--- config.mk ---
export PLATFORM = sky130hd
export DESIGN_NAME = tdm_chan_adapter
export DESIGN_NICKNAME = d
export VERILOG_FILES = /design/src/rtl/tdm_adapter_pkg.sv /design/src/rtl/tdm_bus_edge.sv /design/src/rtl/tdm_rx_deframer.sv /design/src/rtl/tdm_tx_framer.sv /design/src/rtl/tdm_chan_adapter.sv
export SDC_FILE = /design/constraint.sdc
export NUM_CORES = 1
export LEC_CHECK = 0
export ABC_AREA = 1
export CAP_MARGIN = 20
export CORE_AREA = 3 3 100 102
export DETAILED_ROUTE_END_ITERATION = 10
export DIE_AREA = 0 0 103 105
export DONT_BUFFER_PORTS = 1
export HOLD_SLACK_MARGIN = 0.05
export PLACE_DENSITY = 0.67
export REMOVE_ABC_BUFFERS = 1
export SETUP_SLACK_MARGIN = 0.2
export SYNTH_ARGS = -nofsm -noshare
export SYNTH_HDL_FRONTEND = slang
export SYNTH_SLANG_ARGS = --single-unit
--- constraint.sdc ---
create_clock -name clk -period 3.5 [get_ports clk]
set_input_delay 0.35 -clock clk [delete_from_list [all_inputs] [get_ports clk]]
set_output_delay 0.35 -clock clk [all_outputs]
set_load 0.02 [all_outputs]
--- src/rtl/tdm_adapter_pkg.sv ---
package tdm_adapter_pkg;

    localparam int SLOTS      = 32;
    localparam int SLOT_BITS  = 8;
    localparam int GROUP      = 4;
    localparam int LINE_CH    = SLOTS / GROUP * (GROUP - 1);
    localparam int SLOT_W     = $clog2(SLOTS);
    localparam int BIT_W      = $clog2(SLOT_BITS);
    localparam int CH_W       = $clog2(SLOTS);
    localparam int TX_W       = LINE_CH * SLOT_BITS;
    localparam logic [SLOT_BITS-1:0] IDLE_BYTE = '1;

    // Linear frame bit position: slot in the high part, bit in the low part.
    typedef struct packed {
        logic [SLOT_W-1:0] slot;
        logic [BIT_W-1:0]  bitn;
    } frame_pos_t;

    typedef struct packed {
        logic                 valid;
        logic [CH_W-1:0]      chan;
        logic [SLOT_BITS-1:0] data;
    } rx_word_t;

    // One slot in every group of GROUP is left without payload.
    function automatic logic slot_used(input logic [SLOT_W-1:0] slot);
        return (int'(slot) % GROUP) != 0;
    endfunction

    function automatic logic [CH_W-1:0] slot_to_line(input logic [SLOT_W-1:0] slot);
        int s;
        s = int'(slot);
        return CH_W'((s / GROUP) * (GROUP - 1) + (s % GROUP) - 1);
    endfunction

endpackage

--- src/rtl/tdm_bus_edge.sv ---
module tdm_bus_edge (
    input  logic clk,
    input  logic rst,
    input  logic bus_clk,
    output logic bus_rise,
    output logic bus_fall
);
    logic bus_clk_q;

    always_ff @(posedge clk) begin
        if (rst) bus_clk_q <= 1'b0;
        else     bus_clk_q <= bus_clk;
    end

    assign bus_rise =  bus_clk & ~bus_clk_q;
    assign bus_fall = ~bus_clk &  bus_clk_q;
endmodule

--- src/rtl/tdm_rx_deframer.sv ---
module tdm_rx_deframer
    import tdm_adapter_pkg::*;
(
    input  logic       clk,
    input  logic       rst,
    input  logic       bus_fall,
    input  logic       fp_in,
    input  logic       din,
    output frame_pos_t pos_o,
    output logic       locked_o,
    output rx_word_t   rx_word_o
);
    frame_pos_t                pos_q, pos_next;
    logic                      locked_q;
    logic [SLOT_BITS-1:0]      shift_q, shift_next;
    rx_word_t                  word_q;

    always_comb begin
        pos_next   = fp_in ? frame_pos_t'('0) : frame_pos_t'(pos_q + 1'b1);
        shift_next = {shift_q[SLOT_BITS-2:0], din};
    end

    always_ff @(posedge clk) begin
        if (rst) begin
            pos_q    <= '1;
            locked_q <= 1'b0;
            shift_q  <= '0;
            word_q   <= '0;
        end else begin
            word_q.valid <= 1'b0;
            if (bus_fall) begin
                pos_q   <= pos_next;
                shift_q <= shift_next;
                if (fp_in) locked_q <= 1'b1;
                if ((locked_q || fp_in) && (pos_next.bitn == BIT_W'(SLOT_BITS - 1))
                        && slot_used(pos_next.slot)) begin
                    word_q.valid <= 1'b1;
                    word_q.chan  <= slot_to_line(pos_next.slot);
                    word_q.data  <= shift_next;
                end
            end
        end
    end

    assign pos_o     = pos_q;
    assign locked_o  = locked_q;
    assign rx_word_o = word_q;

    assert_valid_pulse_R2: assert property (@(posedge clk) disable iff (rst)
        word_q.valid |=> !word_q.valid);

    assert_chan_range_R3: assert property (@(posedge clk) disable iff (rst)
        word_q.valid |-> (int'(word_q.chan) < LINE_CH));

    assert_quiet_unlocked_R6: assert property (@(posedge clk) disable iff (rst)
        !locked_q |-> !word_q.valid);
endmodule

--- src/rtl/tdm_tx_framer.sv ---
module tdm_tx_framer
    import tdm_adapter_pkg::*;
(
    input  logic            clk,
    input  logic            rst,
    input  logic            bus_rise,
    input  frame_pos_t      pos_i,
    input  logic            locked_i,
    input  logic [TX_W-1:0] tx_bytes,
    output logic            dout
);
    frame_pos_t           tx_pos;
    logic [SLOT_BITS-1:0] cur_byte;
    logic                 dout_q;

    // The bit driven now is sampled by the far end at the next falling edge.
    always_comb begin
        tx_pos   = frame_pos_t'(pos_i + 1'b1);
        cur_byte = IDLE_BYTE;
        if (slot_used(tx_pos.slot))
            cur_byte = tx_bytes[int'(slot_to_line(tx_pos.slot)) * SLOT_BITS +: SLOT_BITS];
    end

    always_ff @(posedge clk) begin
        if (rst) begin
            dout_q <= 1'b1;
        end else if (bus_rise) begin
            dout_q <= locked_i ? cur_byte[BIT_W'(SLOT_BITS - 1) - tx_pos.bitn] : 1'b1;
        end
    end

    assign dout = dout_q;

    assert_edge_only_R4: assert property (@(posedge clk) disable iff (rst)
        !bus_rise |=> $stable(dout_q));

    assert_unused_idle_R5: assert property (@(posedge clk) disable iff (rst)
        (bus_rise && !slot_used(tx_pos.slot)) |=> dout_q);

    assert_idle_unlocked_R6: assert property (@(posedge clk) disable iff (rst)
        !locked_i |=> dout_q);
endmodule

--- src/rtl/tdm_chan_adapter.sv ---
module tdm_chan_adapter
    import tdm_adapter_pkg::*;
(
    input  logic                 clk,
    input  logic                 rst,
    input  logic                 tdm_clk,
    input  logic                 tdm_fp,
    input  logic                 tdm_din,
    output logic                 tdm_dout,
    input  logic [TX_W-1:0]      tx_bytes,
    output logic                 rx_valid,
    output logic [CH_W-1:0]      rx_chan,
    output logic [SLOT_BITS-1:0] rx_data
);
    logic       bus_rise, bus_fall, locked;
    frame_pos_t pos;
    rx_word_t   rx_word;

    tdm_bus_edge edge_i (
        .clk      (clk),
        .rst      (rst),
        .bus_clk  (tdm_clk),
        .bus_rise (bus_rise),
        .bus_fall (bus_fall)
    );

    tdm_rx_deframer rx_i (
        .clk       (clk),
        .rst       (rst),
        .bus_fall  (bus_fall),
        .fp_in     (tdm_fp),
        .din       (tdm_din),
        .pos_o     (pos),
        .locked_o  (locked),
        .rx_word_o (rx_word)
    );

    tdm_tx_framer tx_i (
        .clk      (clk),
        .rst      (rst),
        .bus_rise (bus_rise),
        .pos_i    (pos),
        .locked_i (locked),
        .tx_bytes (tx_bytes),
        .dout     (tdm_dout)
    );

    assign rx_valid = rx_word.valid;
    assign rx_chan  = rx_word.chan;
    assign rx_data  = rx_word.data;
endmodule

==> results.md <==
- Status: finished clean
- Post-Synth Adder-Cell Area: 5.07%
- Worst R2R Path Depth: 22
- EDFF count, synth: 0
- Xor/xnor cell area share of the yosys netlist: 1.27%
- Global route overflow: 0
- Avg WL per Cell: ~16 um
- Largest area contributor in the netlist: nand3_1
- Worst r2r src: rx_i.pos_o[0]
- Clk Latency, worst-skew pair: between 0.2 and 0.3 ns
- R2R Setup Slk: a little over 0.3 ns
- Synth cell count leaders: nand3_1 (200), nand2_1 (188), inv_1 (102)
- Multi-input gate area: 2920 um2
- Yosys reg bits: 32
- Via count: 4792
- Die Y: 105 um
- Slowest CP cell: fa_2
- Die width: ~100 um
- Measured slew at the worst slew-check pin: 0.798 ns
- Final Skew: ~0.0062 ns
- Global placer's final weighted congestion: 0.885
- Share of the synthesized area in the top cell type: 24.2%
- Final Instance Count excl. Fillers: 842
- Post-DP HPWL: 10100 um
- Syn Std Cell Area: slightly above 4000 um2
- Arr. time, crit path: 3.37 ns
- Hold-critical path depth: 1
- Total power: 2890 uW
- Most frequent CP cell: nand2_1
- Final Hold Viols: 0
- Area contributors post-synth: nand3_1 (24%), nand2_1 (17%), dfxtp_1 (15%), inv_1 (9.2%), nand3b_1 (8.2%)
- Placeable core area: between 9000 and 10000 um2
- Hold EP: edge_i.bus_clk_q
- Slew Limit Headroom: a little under half
- Sequential Area: 649 um2
- Max Freq: 313 MHz
- Top-count cell post-synth: nand3_1
- Worst-path clk slew: ~0.07 ns
- Synth Area in Compound Gates: 6.61%
- CTS tree: built
- Final Cycle Share: 91.1%
- # setup viols final: 0
- Max VDD drop: 0.363 mV
- Max FO, Critical Path: 5
- RSZ-0062 raised after global routing: yes
- Mux share of post-synthesis cell area: 0%
- Setup WS post-layout: 0.310 ns
- First-pass GRT wire length: ~20000 um
- Largest net degree at the start of global routing: 80
- Avg Cell Area, Syn: 5.51 um2
- FF-to-FF End: tx_i.dout
- Crit Path Category: register to register
- Dominant synthesized flop cell: dfxtp_1
- Max-cap viol count: 0
- Initial antenna violation count: 0
- CTS root buf: clkbuf_8
- Routed wire length: 13500 um
- Post-layout min period: 3.19 ns
- Layout cells sized above 1: under 10%
- Critical Path Max Stage Delay: 0.66 ns
- Crit. Startpoint: rx_i.pos_o[0]
- Synthesis Warnings: 0
- IO Count: 212
- Max clock buf depth: 2
- Fill cell count: slightly below 1000
- Cell family with most CP delay: adder cells
- Cell Pwr Density: approximately 640 nW/um2
- Drt drc: 0
- Req. time, crit path: 3.68 ns
- DR iter-0 viols: 358
- Largest family of logic cells by synthesized area: simple AND/OR/NAND/NOR gates
- Seq/Total Area, Yosys: 15.5%
- Nets: 942
- Antenna cells: 0
- Min-delay src: rst
- Antenna viol nets, final: 0
- Crit-path cells: ha_4 > nand2_4 > inv_2 > nand3_2 > xor2_1 > inv_1 > xor2_1 > ha_1 > fa_2 > buf_12 > clkbuf_16 > nand3_2 > nand3_1 > nand2_1 > nand2_1 > nand3_1 > nand3_1 > nand2_1 > clkinv_1 > nand2_1 > nand2_1 > nand2_1
- Leak: approximately 0.0023 uW
- Area growth syn-to-layout: 8.12%
- Hold crit path type: input pin to register
- TritonCTS Sinks: 32
- Num CTS Buffers: 5
- DR pass1 iterations: 5
- Inst Count DP: slightly above 800
- Type of origin of the critical path: register
- Synthesized instance count: 752
- CP bufs+invs: 5
- CTS hold repair buffers: 0
- Vias/cell: 5.69
- Dpl ws: 0.149 ns
- Synth cell types: 31
- Number of global-route vias before repair: between 4000 and 5000
- Number of port buffers: 0
- Setup crit end kind: register
- Synth async-reset ratio: 0%
- CTS HTree Levels: 2
- Simple-Gate Fraction of Synth Area: around 55%
- Starting Density: a little under half
- GRT Total Usage: 22.3%
- Final max-slew violation count: 0
- Floorplan row count: 35
- Die footprint: approximately 11000 um2
cells in the final DEF, fill, tap and decap left out, types with 4 or more instances in the layout:
| cell | synthesis | routed |
|---|---|---|
| nand3_1 | 200 | 194 |
| nand3_2 | 0 | 6 |
| o21ai_1 | 3 | 4 |
| a21oi_1 | 12 | 12 |
| ha_1 | 12 | 10 |
| o21ai_0 | 25 | 24 |
| inv_1 | 102 | 100 |
| o211ai_1 | 4 | 4 |
| buf_4 | 4 | 15 |
| clkbuf_8 | 0 | 5 |
| nand3b_1 | 45 | 45 |
| nor2_1 | 51 | 50 |
| nand2_1 | 188 | 185 |
| dfxtp_1 | 32 | 29 |
per-layer routing:
layer	share of wire, %	global-route usage (%)
met1	41	28.2
met2	51	40.7
met3	7.0	3.00
met4	0.59	2.78
met5	0	0
area by class of cell:
| type | instances | share of cell area [%] |
|---|---|---|
| Timing Repair Buffer | 23 | 6.20 |
| Clock buffer | 5 | 1.54 |
| Tap cell | 111 | 3.10 |
| Multi-Input combinational cell | 562 | 65.1 |
| Inverter | 106 | 8.99 |
| Sequential cell | 32 | 14.5 |
| Clock inverter | 3 | 0.531 |
state kept, by name, indices dropped and copies added (netlist names):
signal            flops
edge_i.bus_clk_q      1
rx_i.locked_o         1
rx_i.pos_o            8
rx_i.rx_word_o       14
rx_i.shift_q          7
tx_i.dout             1
worst max-delay path by stage:
stage | depth (start not counted) | endpoint
final | 22 | tx_i.dout
after global routing | 17 | tx_i.dout
after detailed placement | 21 | tx_i.dout
after global placement | 21 | tx_i.dout
after floorplan | 19 | tx_i.dout
after CTS | 23 | tx_i.dout
per-stage QoR:
step                      setup TNS [ns]  hold WS (ns)  cell area, um2  utilization [%]
after floorplan                   -0.591         0.419            3870                -
after global placement                 0         0.421            4170             45.3
after detailed placement               0         0.427            4170             45.3
after CTS                              0         0.122            4270             46.4
after global routing                   0         0.118            4480             48.7
final                                  0         0.123            4480             48.7
repair_timing:
item / CTS / global route
setup buffers: 0 / 3
setup endpoints to repair: 1 / 2
gates resized for setup: 3 / 29
gates cloned: 0 / 3
pin swaps: 0 / 15
power by group:
part	internal (uW)	total [uW]	leakage, uW	switching [uW]
clock network	141	290	0.0000404	149
logic	952	2210	0.00200	1260
registers	375	387	0.000260	12.3
total	1470	2890	0.00230	1420
logic make-up after synthesis:
group / after synthesis
AOI/OAI and AO/OA: 50
xor gates and xnor gates: 6
adders and majority gates: 15
buffers and inverters: 158
DFF: 32
and+or+nand+nor: 491
No activity file was read; power rests on OpenSTA's default activity.
